[config.mk]
export PLATFORM = sky130hd
export DESIGN_NAME = ser_shift_reg
export DESIGN_NICKNAME = d
export VERILOG_FILES = /design/src/rtl/ssr_pkg.sv /design/src/rtl/ssr_sync.sv /design/src/rtl/ssr_trigger.sv /design/src/rtl/ssr_out_latch.sv /design/src/rtl/ser_shift_reg.sv
export SDC_FILE = /design/constraint.sdc
export NUM_CORES = 1
export LEC_CHECK = 0
export ABC_AREA = 1
export ABC_CLOCK_PERIOD_IN_PS = 1000
export BUFFER_PORTS_ARGS = -buffer_cell sky130_fd_sc_hd__buf_2
export CAP_MARGIN = 10
export CELL_PAD_IN_SITES_DETAIL_PLACEMENT = 1
export CELL_PAD_IN_SITES_GLOBAL_PLACEMENT = 2
export CORE_UTILIZATION = 23
export CTS_CLUSTER_SIZE = 14
export DETAILED_ROUTE_END_ITERATION = 10
export HOLD_SLACK_MARGIN = 0.03
export PLACE_DENSITY_LB_ADDON = 0.25
export SKIP_LAST_GASP = 1
export SLEW_MARGIN = 25
export SYNTH_ARGS = -nofsm -noshare
export SYNTH_HDL_FRONTEND = slang
export SYNTH_SLANG_ARGS = --single-unit
[constraint.sdc]
create_clock -name clk -period 1 [get_ports clk]
set_clock_uncertainty 0.05 [all_clocks]
set_input_delay 0.2 -clock clk [delete_from_list [all_inputs] [get_ports clk]]
set_output_delay 0.2 -clock clk [all_outputs]
set_load 0.01 [all_outputs]
[src/rtl/ssr_pkg.sv]
package ssr_pkg;

  typedef enum logic [1:0] {
    SRC_STROBE   = 2'b00,
    SRC_TIMER    = 2'b01,
    SRC_EXT_RISE = 2'b10,
    SRC_EXT_FALL = 2'b11
  } shift_src_e;

  function automatic logic src_is_external(shift_src_e s);
    return s[1];
  endfunction

endpackage

[src/rtl/ssr_sync.sv]
module ssr_sync #(
  parameter int STAGES = 2,
  parameter int WIDTH  = 1
) (
  input  logic             clk,
  input  logic             rst_n,
  input  logic [WIDTH-1:0] d,
  output logic [WIDTH-1:0] q
);

  logic [WIDTH-1:0] stage_q [STAGES];

  generate
    for (genvar i = 0; i < STAGES; i++) begin : g_stage
      logic [WIDTH-1:0] stage_d;
      if (i == 0) begin : g_first
        assign stage_d = d;
      end else begin : g_rest
        assign stage_d = stage_q[i-1];
      end
      always_ff @(posedge clk or negedge rst_n) begin
        if (!rst_n) stage_q[i] <= '0;
        else        stage_q[i] <= stage_d;
      end
    end
  endgenerate

  assign q = stage_q[STAGES-1];

endmodule

[src/rtl/ssr_trigger.sv]
module ssr_trigger
  import ssr_pkg::*;
(
  input  logic       clk,
  input  logic       rst_n,
  input  shift_src_e src,
  input  logic       sw_strobe,
  input  logic       cmp_match,
  input  logic       sck_s,
  input  logic       din_raw,
  input  logic       din_s,
  output logic       shift_pulse,
  output logic       shift_bit
);

  logic sck_prev_q;
  logic sck_prev_d;
  logic sck_rise;
  logic sck_fall;

  assign sck_prev_d = sck_s;

  always_ff @(posedge clk or negedge rst_n) begin
    if (!rst_n) sck_prev_q <= 1'b0;
    else        sck_prev_q <= sck_prev_d;
  end

  assign sck_rise = sck_s & ~sck_prev_q;
  assign sck_fall = ~sck_s & sck_prev_q;

  always_comb begin
    shift_pulse = 1'b0;
    shift_bit   = din_raw;
    unique case (src)
      SRC_STROBE:   begin shift_pulse = sw_strobe; shift_bit = din_raw; end
      SRC_TIMER:    begin shift_pulse = cmp_match; shift_bit = din_raw; end
      SRC_EXT_RISE: begin shift_pulse = sck_rise;  shift_bit = din_s;   end
      SRC_EXT_FALL: begin shift_pulse = sck_fall;  shift_bit = din_s;   end
      default:      begin shift_pulse = 1'b0;      shift_bit = din_raw; end
    endcase
  end

endmodule

[src/rtl/ssr_out_latch.sv]
module ssr_out_latch
  import ssr_pkg::*;
(
  input  logic       clk,
  input  logic       rst_n,
  input  shift_src_e src,
  input  logic       sck_s,
  input  logic       msb,
  output logic       dout,
  output logic       lat_open
);

  logic hold_q;
  logic hold_d;
  logic ext_open;

  // External modes: open in the half period after the output edge,
  // i.e. opposite to the sampling level of the synchronized clock.
  assign ext_open = ~(sck_s ^ src[0]);
  assign lat_open = src_is_external(src) ? ext_open : 1'b1;

  always_comb begin
    hold_d = hold_q;
    if (lat_open) hold_d = msb;
  end

  always_ff @(posedge clk or negedge rst_n) begin
    if (!rst_n) hold_q <= 1'b0;
    else        hold_q <= hold_d;
  end

  assign dout = lat_open ? msb : hold_q;

endmodule

[src/rtl/ser_shift_reg.sv]
module ser_shift_reg
  import ssr_pkg::*;
#(
  parameter int WIDTH       = 8,
  parameter int SYNC_STAGES = 2
) (
  input  logic             clk,
  input  logic             rst_n,
  input  logic [1:0]       clk_sel,
  input  logic             host_wr_en,
  input  logic [WIDTH-1:0] host_wr_data,
  output logic [WIDTH-1:0] host_rd_data,
  input  logic             sw_strobe,
  input  logic             cmp_match,
  input  logic             ser_clk_in,
  input  logic             ser_din,
  output logic             ser_dout
);

  localparam int MSB = WIDTH - 1;

  shift_src_e       src;
  logic [1:0]       sync_q;
  logic             sck_s;
  logic             din_s;
  logic             shift_pulse;
  logic             shift_bit;
  logic             latch_open;
  logic [WIDTH-1:0] data_q;
  logic [WIDTH-1:0] data_d;

  assign src = shift_src_e'(clk_sel);

  ssr_sync #(.STAGES(SYNC_STAGES), .WIDTH(2)) u_sync (
    .clk   (clk),
    .rst_n (rst_n),
    .d     ({ser_clk_in, ser_din}),
    .q     (sync_q)
  );

  assign sck_s = sync_q[1];
  assign din_s = sync_q[0];

  ssr_trigger u_trig (
    .clk         (clk),
    .rst_n       (rst_n),
    .src         (src),
    .sw_strobe   (sw_strobe),
    .cmp_match   (cmp_match),
    .sck_s       (sck_s),
    .din_raw     (ser_din),
    .din_s       (din_s),
    .shift_pulse (shift_pulse),
    .shift_bit   (shift_bit)
  );

  // Host write wins over a coincident shift.
  always_comb begin
    data_d = data_q;
    if (host_wr_en)       data_d = host_wr_data;
    else if (shift_pulse) data_d = {data_q[MSB-1:0], shift_bit};
  end

  always_ff @(posedge clk or negedge rst_n) begin
    if (!rst_n) data_q <= '0;
    else        data_q <= data_d;
  end

  assign host_rd_data = data_q;

  ssr_out_latch u_olat (
    .clk      (clk),
    .rst_n    (rst_n),
    .src      (src),
    .sck_s    (sck_s),
    .msb      (data_q[MSB]),
    .dout     (ser_dout),
    .lat_open (latch_open)
  );

endmodule

# Word-level counts from Yosys, hierarchy flattened
# Cells that the tools add are included.
totals:
  register_bits: 14
  word_cells: 24
op_classes:
  n_eq_ne: 3
  muxes: 6
  bitwise: 6
  reduce_logical: 4
ops:
  columns: ["operator", "count"]
  rows:
  - ["2-to-1 mux 8 bit", 2]
  - ["equality test 2 bit, second input constant", 2]
  - ["case mux 1 bit (4 select lines)", 1]
  - ["OR reduction 2 bit", 2]
  - ["NOT 1 bit", 3]
  - ["AND 1 bit", 2]
  - ["equality test 2 x 1 -> 1 bit, second input constant", 1]
  - ["logical NOT 2 bit", 1]
  - ["2-to-1 mux 1 bit", 2]
  - ["case mux 1 bit (2 select lines)", 1]
  - ["nonzero test 2 bit", 1]
  - ["XOR 1 bit", 1]

# Depth between registers and ports, before layout
# Gate-level depths: netlist of run 1.
depth:
  ltp_word: 5
  ltp_mapped: 7

# Modules after synthesis
# Synthesis of run 1 repeated with hierarchy kept, for this count alone.
hier_totals:
  hier_cells: 74
  area_unflattened_um2: 633.1
by_module_without_submodules:
  columns: ["mod", "n_inst", "cells_per_inst", "area_per_inst_um2", "seq_area_each_um2"]
  rows:
  - ["ser_shift_reg", 1, 44, 374.1, 200.2]
  - ["ssr_sync", 1, 4, 100.1, 100.1]
  - ["ssr_trigger", 1, 17, 92.6, 25.0]
  - ["ssr_out_latch", 1, 9, 66.3, 25.0]

# Worst setup path before layout of run 1
# No wires, ideal clock.
synth_path:
  kind: "register to output"
  start: "register u_sync.stage_q (netlist bit u_sync.q[1])"
  end: "output ser_dout"
  t_arrival_ps: 963
  slack_ps: -213
  stages_incl_launch_ff: 5
  path_buffers: 0
  path_cell_list: "dfrtp_1 > inv_2 > a21oi_1 > o21ai_0 > o21ai_0"
synth_between:
  elab_chain_cells: 4
synth_lines:
  columns: ["element", "line_no", "rtl"]
  rows:
  - ["from (decl)", "ssr_sync.sv:11", "logic [WIDTH-1:0] stage_q [STAGES];"]
  - ["from (signal, indexed assignment)", "ssr_sync.sv:23", "else stage_q[i] <= stage_d;"]
  - ["XOR 1 bit", "ssr_out_latch.sv:19", "assign ext_open = ~(sck_s ^ src[0]);"]
  - ["NOT 1 bit", "ssr_out_latch.sv:19", null]
  - ["2-to-1 mux 1 bit", "ssr_out_latch.sv:20", "assign lat_open = src_is_external(src) ? ext_open : 1'b1;"]
  - ["2-to-1 mux 1 bit", null, null]
  - ["to (decl)", "ser_shift_reg.sv:17", "output logic ser_dout"]
# Every way passes these cells.

# Final worst setup path of run 1
# Same ends and word-level chain as after synthesis.

==> flow_summary.yaml, run 1 <==
finish:
  layout_commonest_cell: "nand2_1"
  instances_no_fill: 193
  layout.nets: 167
  areaGrowthSynthToFinish_pct: 60.2
  final_cell_mix: "nand2_1 (45), buf_2 (25), buf_4 (23)"
  num_antenna_cells: 0
  num-fill-cells: 404
  drive_gt1_frac: 0.463
  multi_input_area_um2: 348
  seq_area_um2: 350
  final_area_um2: 1180
routing:
  drt_iter0_drc: 11
  post_drt_wl_per_cell_um: 11.5
  drc_errors: 0
  vias: 817
  viasPerCell: 4.23
  drtPass1Iterations: 3
  antenna_left: 0
  wl_mm: 2.22
synth:
  synth_area_um2: 739
  synth_fp_nets: 112
  ys_seq_elements: 14
  synth_cell_types: 16
  avgSynthCellArea_um2: 7.78
  synth_cells: 95
  seq_area_frac_synth: 0.474
  ys_warn_count: 0
clock_network:
  clock_path_buffers: 2
  numClockSinks: 14
  clockRootBuffer: "clkbuf_4"
  clk_pin_slew_worst_paths_ns: 0.09
  htree_levels: 1
  cts_tree: "built"
  cts-buffers-inserted: 3
  insertion_delay_ns: 0.29
power:
  powerDensity_nw_per_um2: 1350
  peakVddDrop_mv: 0.647
  p_leak_uw: 0.000661
setup_path:
  arrival_ns: 1.22
  reg2reg_depth: 8
  endpoint: "ser_dout"
  reg2reg_from: "u_sync.q[1]"
  crit_path_end_kind: "primary output"
  worstReg2RegEnd: "host_rd_data[6]"
  cp-start-kind: "flop"
  path_max_fanout: 3
  required_ns: 0.75
  critPathLaunch: "u_sync.q[1]"
  reg2reg_slack_ns: -0.34
  path_class: "flop to primary output"
placed_design:
  io_buffers: 25
  dpl.cell_count: 170
  placed_cell_area_um2: 980
  dp_hpwl_mm: 1.41
  gp_congestion: 0.759
global_routing:
  globalRouteMet1Util: 0.167
  grt_pass1_wl_mm: 3.57
  gr-total-overflow: 0
  use_met3: 0.0462
  busiest_layer: "met2"
  grt_pass1_vias: 801
  grt_use_total: 0.139
  antenna_found_initial: 0
  grt_max_degree: 15
  met2_usage: 0.248
floorplan:
  die_width_um: 58.7
  fp-row-count: 20
  die_area_um2: 3450
  start_util: 0.242
  fp.dieH_um: 58.7
  ios: 26
  core_area_um2: 3050
sta:
  fin_crit_sh: 1.47
  min_period_ns: 1.47
  rsz0062_at_grt: "true"
  finalSetupViolCount: 18
  tightest_slew_ns: 0.336
  fin_ws_ns: -0.474
  drv_slew: 0
  fmax_ghz: 0.678
  hold_violations: 0
  max_slew_margin: 0.776
job:
  maxCapViolations: 0
run_status:
  violations: "setup timing"
  status: "complete, but fails checks"
min_path:
  hold_path_class: "primary input to flop"
-- state kept, by name, summed over array words and instances, names as in the netlist --
register and count:
u_trig.sck_prev_q 1, u_olat.hold_q 1, u_sync.q 2, u_sync.g_stage.stage_d 2, host_rd_data 8
-- timing repair --
item | 4_1_cts | 5_1_grt
resized for setup | 4 | 2
pin swaps | 6 | 10
setup buffers | 10 | 8
hold buffers | 3 | 0
gates cloned | 0 | 0
setup endpoints to repair | 17 | 18
hold endpoints to repair | 16 | 0
-- worst max-delay path: stages, from the launching register on --
cell and delay (ns):
dfrtp_1 0.38, inv_2 0.07, a21oi_2 0.13, o21ai_2 0.08, o21ai_2 0.14, buf_2 0.14
-- Yosys cell counts --
library cell / instances / area (um2)
nand2_1: 47 / 176
dfrtp_1: 14 / 350
nand4_1: 8 / 50.1
nor2_1: 6 / 22.5
inv_1: 5 / 18.8
inv_2: 3 / 11.3
buf_4: 2 / 15.0
o21ai_0: 2 / 10.0
a21oi_1: 1 / 5.00
a31oi_1: 1 / 6.26
buf_6: 1 / 11.3
inv_4: 1 / 6.26
nand2_2: 1 / 6.26
nand3_4: 1 / 17.5
nand4_4: 1 / 21.3
nor2_4: 1 / 11.3
-- power by group --
| part | internal, uW | total, uW | switching (uW) |
|---|---|---|---|
| registers | 630 | 664 | 34.1 |
| clock network | 222 | 427 | 205 |
| logic | 268 | 507 | 239 |
-- metal layers --
layer  wire length (um)  up-vias
met1                957      389
met4                  6        0
met2               1150       19
li1                   -      407
met5                  0        -
met3                100        2
-- cells by family after synthesis --
kind of cell / after synthesis / share of synthesized area
buffers and inverters: 12 / 0.0846
AOI/OAI and AO/OA: 4 / 0.0288
and+or+nand+nor: 65 / 0.413
DFF: 14 / 0.474
-- metrics by stage --
| stage | power [uW] | TNS (ns) | hold slack (ns) | worst slack, ns | utilization |
|---|---|---|---|---|---|
| 2_1_floorplan | 875 | -0.0632 | -0.146 | -0.0632 | - |
| 3_3_place_gp | 1030 | -1.29 | 0.0722 | -0.174 | 0.321 |
| 3_5_place_dp | 1040 | -1.45 | 0.0746 | -0.211 | 0.321 |
| 4_1_cts | 1570 | -2.93 | 0.139 | -0.486 | 0.369 |
| 5_1_grt | 1720 | -5.10 | 0.154 | -0.569 | 0.388 |
| 6_report | 1600 | -3.89 | 0.146 | -0.474 | 0.388 |
-- worst min path at each step --
stage                               start              end  cells after the start
after floorplan                     rst_n  host_rd_data[0]                      0
after global placement              rst_n  host_rd_data[2]                      1
after detailed placement            rst_n  host_rd_data[2]                      1
after CTS                 host_wr_data[2]  host_rd_data[2]                      5
after global routing      host_wr_data[1]  host_rd_data[1]                      5
final                     host_wr_data[2]  host_rd_data[2]                      5
-- area by class of cell --
| cell class | count | area share |
|---|---|---|
| clock buffer | 4 | 0.0306 |
| tap | 44 | 0.0465 |
| timing repair buffer | 53 | 0.303 |
| inverter | 9 | 0.0306 |
| multi-input combinational | 69 | 0.294 |
| sequential | 14 | 0.296 |
(Power assumes the default switching activity.)
==> run 2, diff against run 1 <==
- CTS_CLUSTER_DIAMETER: default -> 100
- RECOVER_POWER: default -> 100
- SLEW_MARGIN: 25 -> 40
==> run 2 against run 1 <==
  * The run still ends with setup timing left
  * Critical path depth stayed put
  * Global-route usage stayed put
  * Die area unchanged
  * Non-clock buffer count is the same
  * Sequential power hardly changed
  * Register-to-register slack about the same
  * Setup slack did not move
  * Via count unchanged
  * Largest cell class unchanged
  * Highest routed layer unchanged
  * Clock-buffer cell count is the same
  * Flip-flop and latch count stayed put
  * Largest power group unchanged
  * Final cell count did not move
  * Combinational power is essentially flat
==> flow_summary.yaml, run 2 (same netlist as run 1, synthesis figures left out) <==
routing:
  post_drt_wl_per_cell_um: 11.5
  drc_errors: 0
  vias: 817
  antenna_left: 0
  viasPerCell: 4.23
  wl_mm: 2.22
  drtPass1Iterations: 3
  drt_iter0_drc: 11
sta:
  drv_slew: 0
  fin_crit_sh: 1.47
  fin_ws_ns: -0.474
  tightest_slew_ns: 0.374
  rsz0062_at_grt: "true"
  min_period_ns: 1.47
  max_slew_margin: 0.751
  finalSetupViolCount: 18
  fmax_ghz: 0.678
  hold_violations: 0
floorplan:
  die_width_um: 58.7
  fp-row-count: 20
  core_area_um2: 3050
  fp.dieH_um: 58.7
  die_area_um2: 3450
  start_util: 0.242
  ios: 26
finish:
  areaGrowthSynthToFinish_pct: 60.2
  multi_input_area_um2: 348
  largest_register_ffs: 8
  final_cell_mix: "nand2_1 (45), buf_2 (24), buf_4 (23)"
  instances_no_fill: 193
  drive_gt1_frac: 0.463
  num-fill-cells: 404
  layout_commonest_cell: "nand2_1"
  layout.nets: 167
  final_area_um2: 1180
  num_antenna_cells: 0
  seq_area_um2: 350
  finish.utilization: 0.388
global_routing:
  grt_max_degree: 15
  grt_pass1_vias: 801
  antenna_found_initial: 0
  grt_use_total: 0.139
  gr-total-overflow: 0
  grt_pass1_wl_mm: 3.57
clock_network:
  cts_tree: "built"
  clockRootBuffer: "clkbuf_4"
  clk_pin_slew_worst_paths_ns: 0.09
  htree_levels: 1
  clock_path_buffers: 2
  cts-buffers-inserted: 3
  numClockSinks: 14
  insertion_delay_ns: 0.29
placed_design:
  gp_congestion: 0.759
  dpl.cell_count: 170
  pre_cts_ws_ns: -0.211
  dp_hpwl_mm: 1.41
  placed_cell_area_um2: 980
  io_buffers: 25
setup_path:
  cp-start-kind: "flop"
  crit_path_end_kind: "primary output"
  path_class: "flop to primary output"
  path_max_fanout: 3
  arrival_ns: 1.22
  required_ns: 0.75
power:
  peakVddDrop_mv: 0.647
  finalPower_uw: 1600
  powerDensity_nw_per_um2: 1350
  p_leak_uw: 0.000661
min_path:
  hold_path_class: "primary input to flop"
job:
  maxCapViolations: 0
run_status:
  status: "complete, but fails checks"
  violations: "setup timing"
run 2: cell types whose count changed in the layout (fill, tap and decap cells not counted), sizes merged:
cell and change:
buf -1, clkbuf +1
run 2: timing repair:
action                                  4_1_cts  5_1_grt
hold buffers                                  3        0
resized for setup                             4        2
endpoints found under the hold margin        16        0
pin swaps                                     6       10
endpoints found under the setup margin       17       18
setup buffers                                10        8
run 2: report_power, final:
| part | switching (uW) | internal [uW] |
|---|---|---|
| Clock | 205 | 222 |
| Sequential | 34.1 | 630 |
| Combinational | 239 | 268 |
run 2: stage by stage:
stage	setup TNS (ns)	hold slack, ns
3_3_place_gp	-1.29	0.0722
3_5_place_dp	-1.45	0.0746
2_1_floorplan	-0.0632	-0.146
4_1_cts	-2.93	0.139
5_1_grt	-5.10	0.154
6_report	-3.89	0.146
run 2: critical path, cell delays in order (launching register included):
cell     delay [ns]
dfrtp_1        0.38
inv_2          0.07
a21oi_2        0.13
o21ai_2        0.08
o21ai_2        0.14
buf_2          0.14
run 2: area by class of cell:
| cell class | instances | area share |
|---|---|---|
| Timing Repair Buffer | 53 | 0.303 |
| Sequential cell | 14 | 0.296 |
| Multi-Input combinational cell | 69 | 0.294 |
| Tap cell | 44 | 0.0465 |
| Clock buffer | 4 | 0.0306 |
| Inverter | 9 | 0.0306 |
run 2: final timing paths:
kind / start / endpoint / slack (ns) / cells past startpoint
max in group asynchronous: rst_n / u_trig.sck_prev_q / 0.33 / 2
min reg2reg: u_sync.g_stage[1].stage_d[1] / u_sync.q[1] / 0.31 / 0
max: u_sync.q[1] / ser_dout / -0.47 / 5
min: host_wr_data[2] / host_rd_data[2] / 0.15 / 5
min in group asynchronous: rst_n / host_rd_data[2] / 0.30 / 2
max reg2reg: u_sync.q[1] / host_rd_data[6] / -0.34 / 8
run 2: metal layers:
metal	track usage	wire length [um]	up-vias	share of wire
li1	-	-	407	-
met1	0.167	957	389	0.43
met2	0.248	1150	19	0.52
met3	0.0462	100	2	0.045
met4	0.0204	6	0	0.0027
met5	0	0	-	0
==> run 3, diff against run 2 <==
- ABC_AREA: 1 -> default
- ABC_CLOCK_PERIOD_IN_PS: 1000 -> 1600
- CORE_UTILIZATION: 23 -> 30
- clock period: 1 -> 1.6 ns (I/O delays scaled with it)
==> run 3 against run 2 <==
  * The flow still finishes with violations (setup timing)
  * Hold slack lost 0.056 ns
  * Setup slack gained 0.34 ns
  * Utilization grew 3.4 points
  * Critical path depth shrank 1
  * Routed wire length shrank 19%
  * Power shrank 44%
  * Register-to-register slack gained 0.33 ns
  * Area after synthesis grew 4.9%
  * Global-route usage grew 1.9 points
  * Largest cell class is now multi-input combinational cells
==> flow_summary.yaml, run 3 <==
run_status:
  status: "complete, but fails checks"
  violations: "setup timing"
setup_path:
  path_cells: "xor2_1 > nand2_1 > mux2_4 > buf_6"
  crit_path_end_kind: "primary output"
  path_class: "flop to primary output"
  path_max_fanout: 2
  crit_slowest_cell: "dfrtp_1"
  path_buf_inv: 1
  required_ns: 1.23
  arrival_ns: 1.36
  path_delay_family: "flip-flops"
  cp-start-kind: "flop"
  slowest_delay_ns: 0.40
  reg2reg_slack_ns: -0.01
placed_design:
  io_buffers: 25
  gp_congestion: 0.659
  dp_hpwl_mm: 1.30
synth:
  synth_top_cells_by_count: "dfrtp_1 (14), nand2_1 (9), nor2b_1 (8), o2111ai_1 (8)"
  synth_edf_count: 0
  ys_seq_elements: 14
  avgSynthCellArea_um2: 11.8
  synth_fp_nets: 83
  yosysMostFrequentCell: "dfrtp_1"
  ys_warn_count: 0
  synth_area_leaders: "dfrtp_1 (45%), o311ai_2 (13%), o2111ai_1 (9.0%)"
  synth_cells: 66
  postSynth.asyncResetShare: 1.00
  synth_flop_cell: "dfrtp_1"
  synth_cell_types: 20
  seq_area_frac_synth: 0.452
  synth.top_cell.area_share: 0.452
  synth_largest_area_cell: "dfrtp_1"
  synth_area_um2: 776
power:
  p_seq_frac: 0.457
  powerDensity_nw_per_um2: 867
  p_leak_uw: 0.000474
  p_clk_frac: 0.288
  p_int_uw: 643
  p_sw_frac: 0.284
  power_switching_uw: 255
  peakVddDrop_mv: 0.347
  combPwrFrac: 0.255
  finalPower_uw: 898
global_routing:
  grt_max_degree: 21
  grt_pass1_wl_mm: 3.09
  antenna_found_initial: 0
  grt_use_total: 0.159
  grt_pass1_vias: 667
  gr-total-overflow: 0
routing:
  vias: 657
  drt_iter0_drc: 4
  wl_mm: 1.80
  drc_errors: 0
  post_drt_wl_per_cell_um: 13.8
  viasPerCell: 5.05
  drtPass1Iterations: 2
  antenna_left: 0
clock_network:
  clockRootBuffer: "clkbuf_4"
  htree_levels: 1
  insertion_delay_ns: 0.28
  clk_pin_slew_worst_paths_ns: 0.09
  clock_path_buffers: 2
  numClockSinks: 14
  cts_tree: "built"
  cts-buffers-inserted: 3
sta:
  max_slew_margin: 0.463
  finalSetupViolCount: 3
  fin_ws_ns: -0.131
  hold_violations: 0
  fmax_ghz: 0.578
  drv_slew: 0
  rsz0062_at_grt: "true"
  min_period_ns: 1.73
  fin_crit_sh: 1.08
  tightest_slew_ns: 0.805
min_path:
  hold_path_class: "primary input to flop"
floorplan:
  die_area_um2: 2790
  fp.dieH_um: 52.9
  die_width_um: 52.9
  start_util: 0.316
  core_area_um2: 2450
  fp-row-count: 18
  ios: 26
finish:
  finish.utilization: 0.422
  layout.nets: 118
  areaGrowthSynthToFinish_pct: 33.5
  drive_gt1_frac: 0.470
  final_cell_mix: "buf_2 (22), dfrtp_1 (14), nand2_1 (9), buf_4 (9)"
  num_antenna_cells: 0
  layout_commonest_cell: "buf_2"
  largest_register_ffs: 8
job:
  maxCapViolations: 0
[run 3: cell types whose count changed after synthesis, moves of 6 or more]
cell	delta
nand2_1	-38
nor2b_1	+8
o2111ai_1	+8
nor2_1	-6
o311ai_2	+6
nand4_1	-8
[run 3: power by group through the flow]
stage	Clock, uW	Combinational [uW]	Sequential, uW
floorplan	0	118	423
global placement	0	206	416
detailed placement	0	211	418
CTS	271	231	411
global route	289	255	415
finish	259	229	410
[run 3: kinds of logic (layout without fill, tap and decap cells)]
kind of cell              Yosys count  count (layout)  share of synthesized area
buffers and inverters              11              45                     0.0597
and+or+nand+nor                    20              20                      0.150
DFF                                14              14                      0.452
xor gates and xnor gates            1               1                     0.0113
AOI/OAI and AO/OA                  17              17                      0.282
muxes                               3               3                     0.0452
[run 3: layout make-up]
| cell class | instances | area, um2 |
|---|---|---|
| fill | 276 | 1420 |
| multi-input combinational | 41 | 383 |
| sequential | 14 | 350 |
| timing repair buffer | 35 | 206 |
| tap | 30 | 37.5 |
| clock buffer | 4 | 36.3 |
| inverter | 6 | 22.5 |
[run 3: final timing paths]
kind | start | endpoint | cells after the start
min | ser_clk_in | u_sync.g_stage[1].stage_d[1] | 1
min reg2reg | u_sync.g_stage[1].stage_d[1] | u_sync.q[1] | 0
max in group asynchronous | rst_n | u_sync.q[1] | 2
max reg2reg | u_sync.q[1] | host_rd_data[0] | 5
min in group asynchronous | rst_n | u_olat.hold_q | 2
max | u_sync.q[1] | ser_dout | 4
[run 3: worst reg2reg max path, stage by stage, from the launching register on]
cell and delay (ns):
dfrtp_1 0.40, buf_4 0.13, buf_4 0.13, nand4b_2 0.29, o211a_4 0.27, o311ai_4 0.25
[run 3: what timing repair did]
action / 4_1_cts / 5_1_grt
endpoints found under the setup margin: 1 / 3
hold buffers: 1 / 0
hold endpoints to repair: 14 / 0
buffers inserted: 2 / 1
gates resized for setup: 3 / 0
pin swaps: 2 / 2
[run 3: per-stage QoR]
step                std cells  TNS, ns  hold WS [ns]  area, um2  worst slack, ns
CTS                       129   -0.133        0.0783       1030           -0.133
floorplan                  66        0       -0.0256        776            0.188
global route              130   -0.889        0.0745       1040           -0.200
global placement          122        0         0.188        960           0.0796
finish                    130   -0.144        0.0897       1040           -0.131
detailed placement        122        0         0.193        960           0.0419
[run 3: per-layer routing]
layer | global-route usage | share of wire
met5 | 0 | 0
met4 | 0.0789 | 0.017
met3 | 0.0374 | 0.050
met2 | 0.264 | 0.49
met1 | 0.189 | 0.44
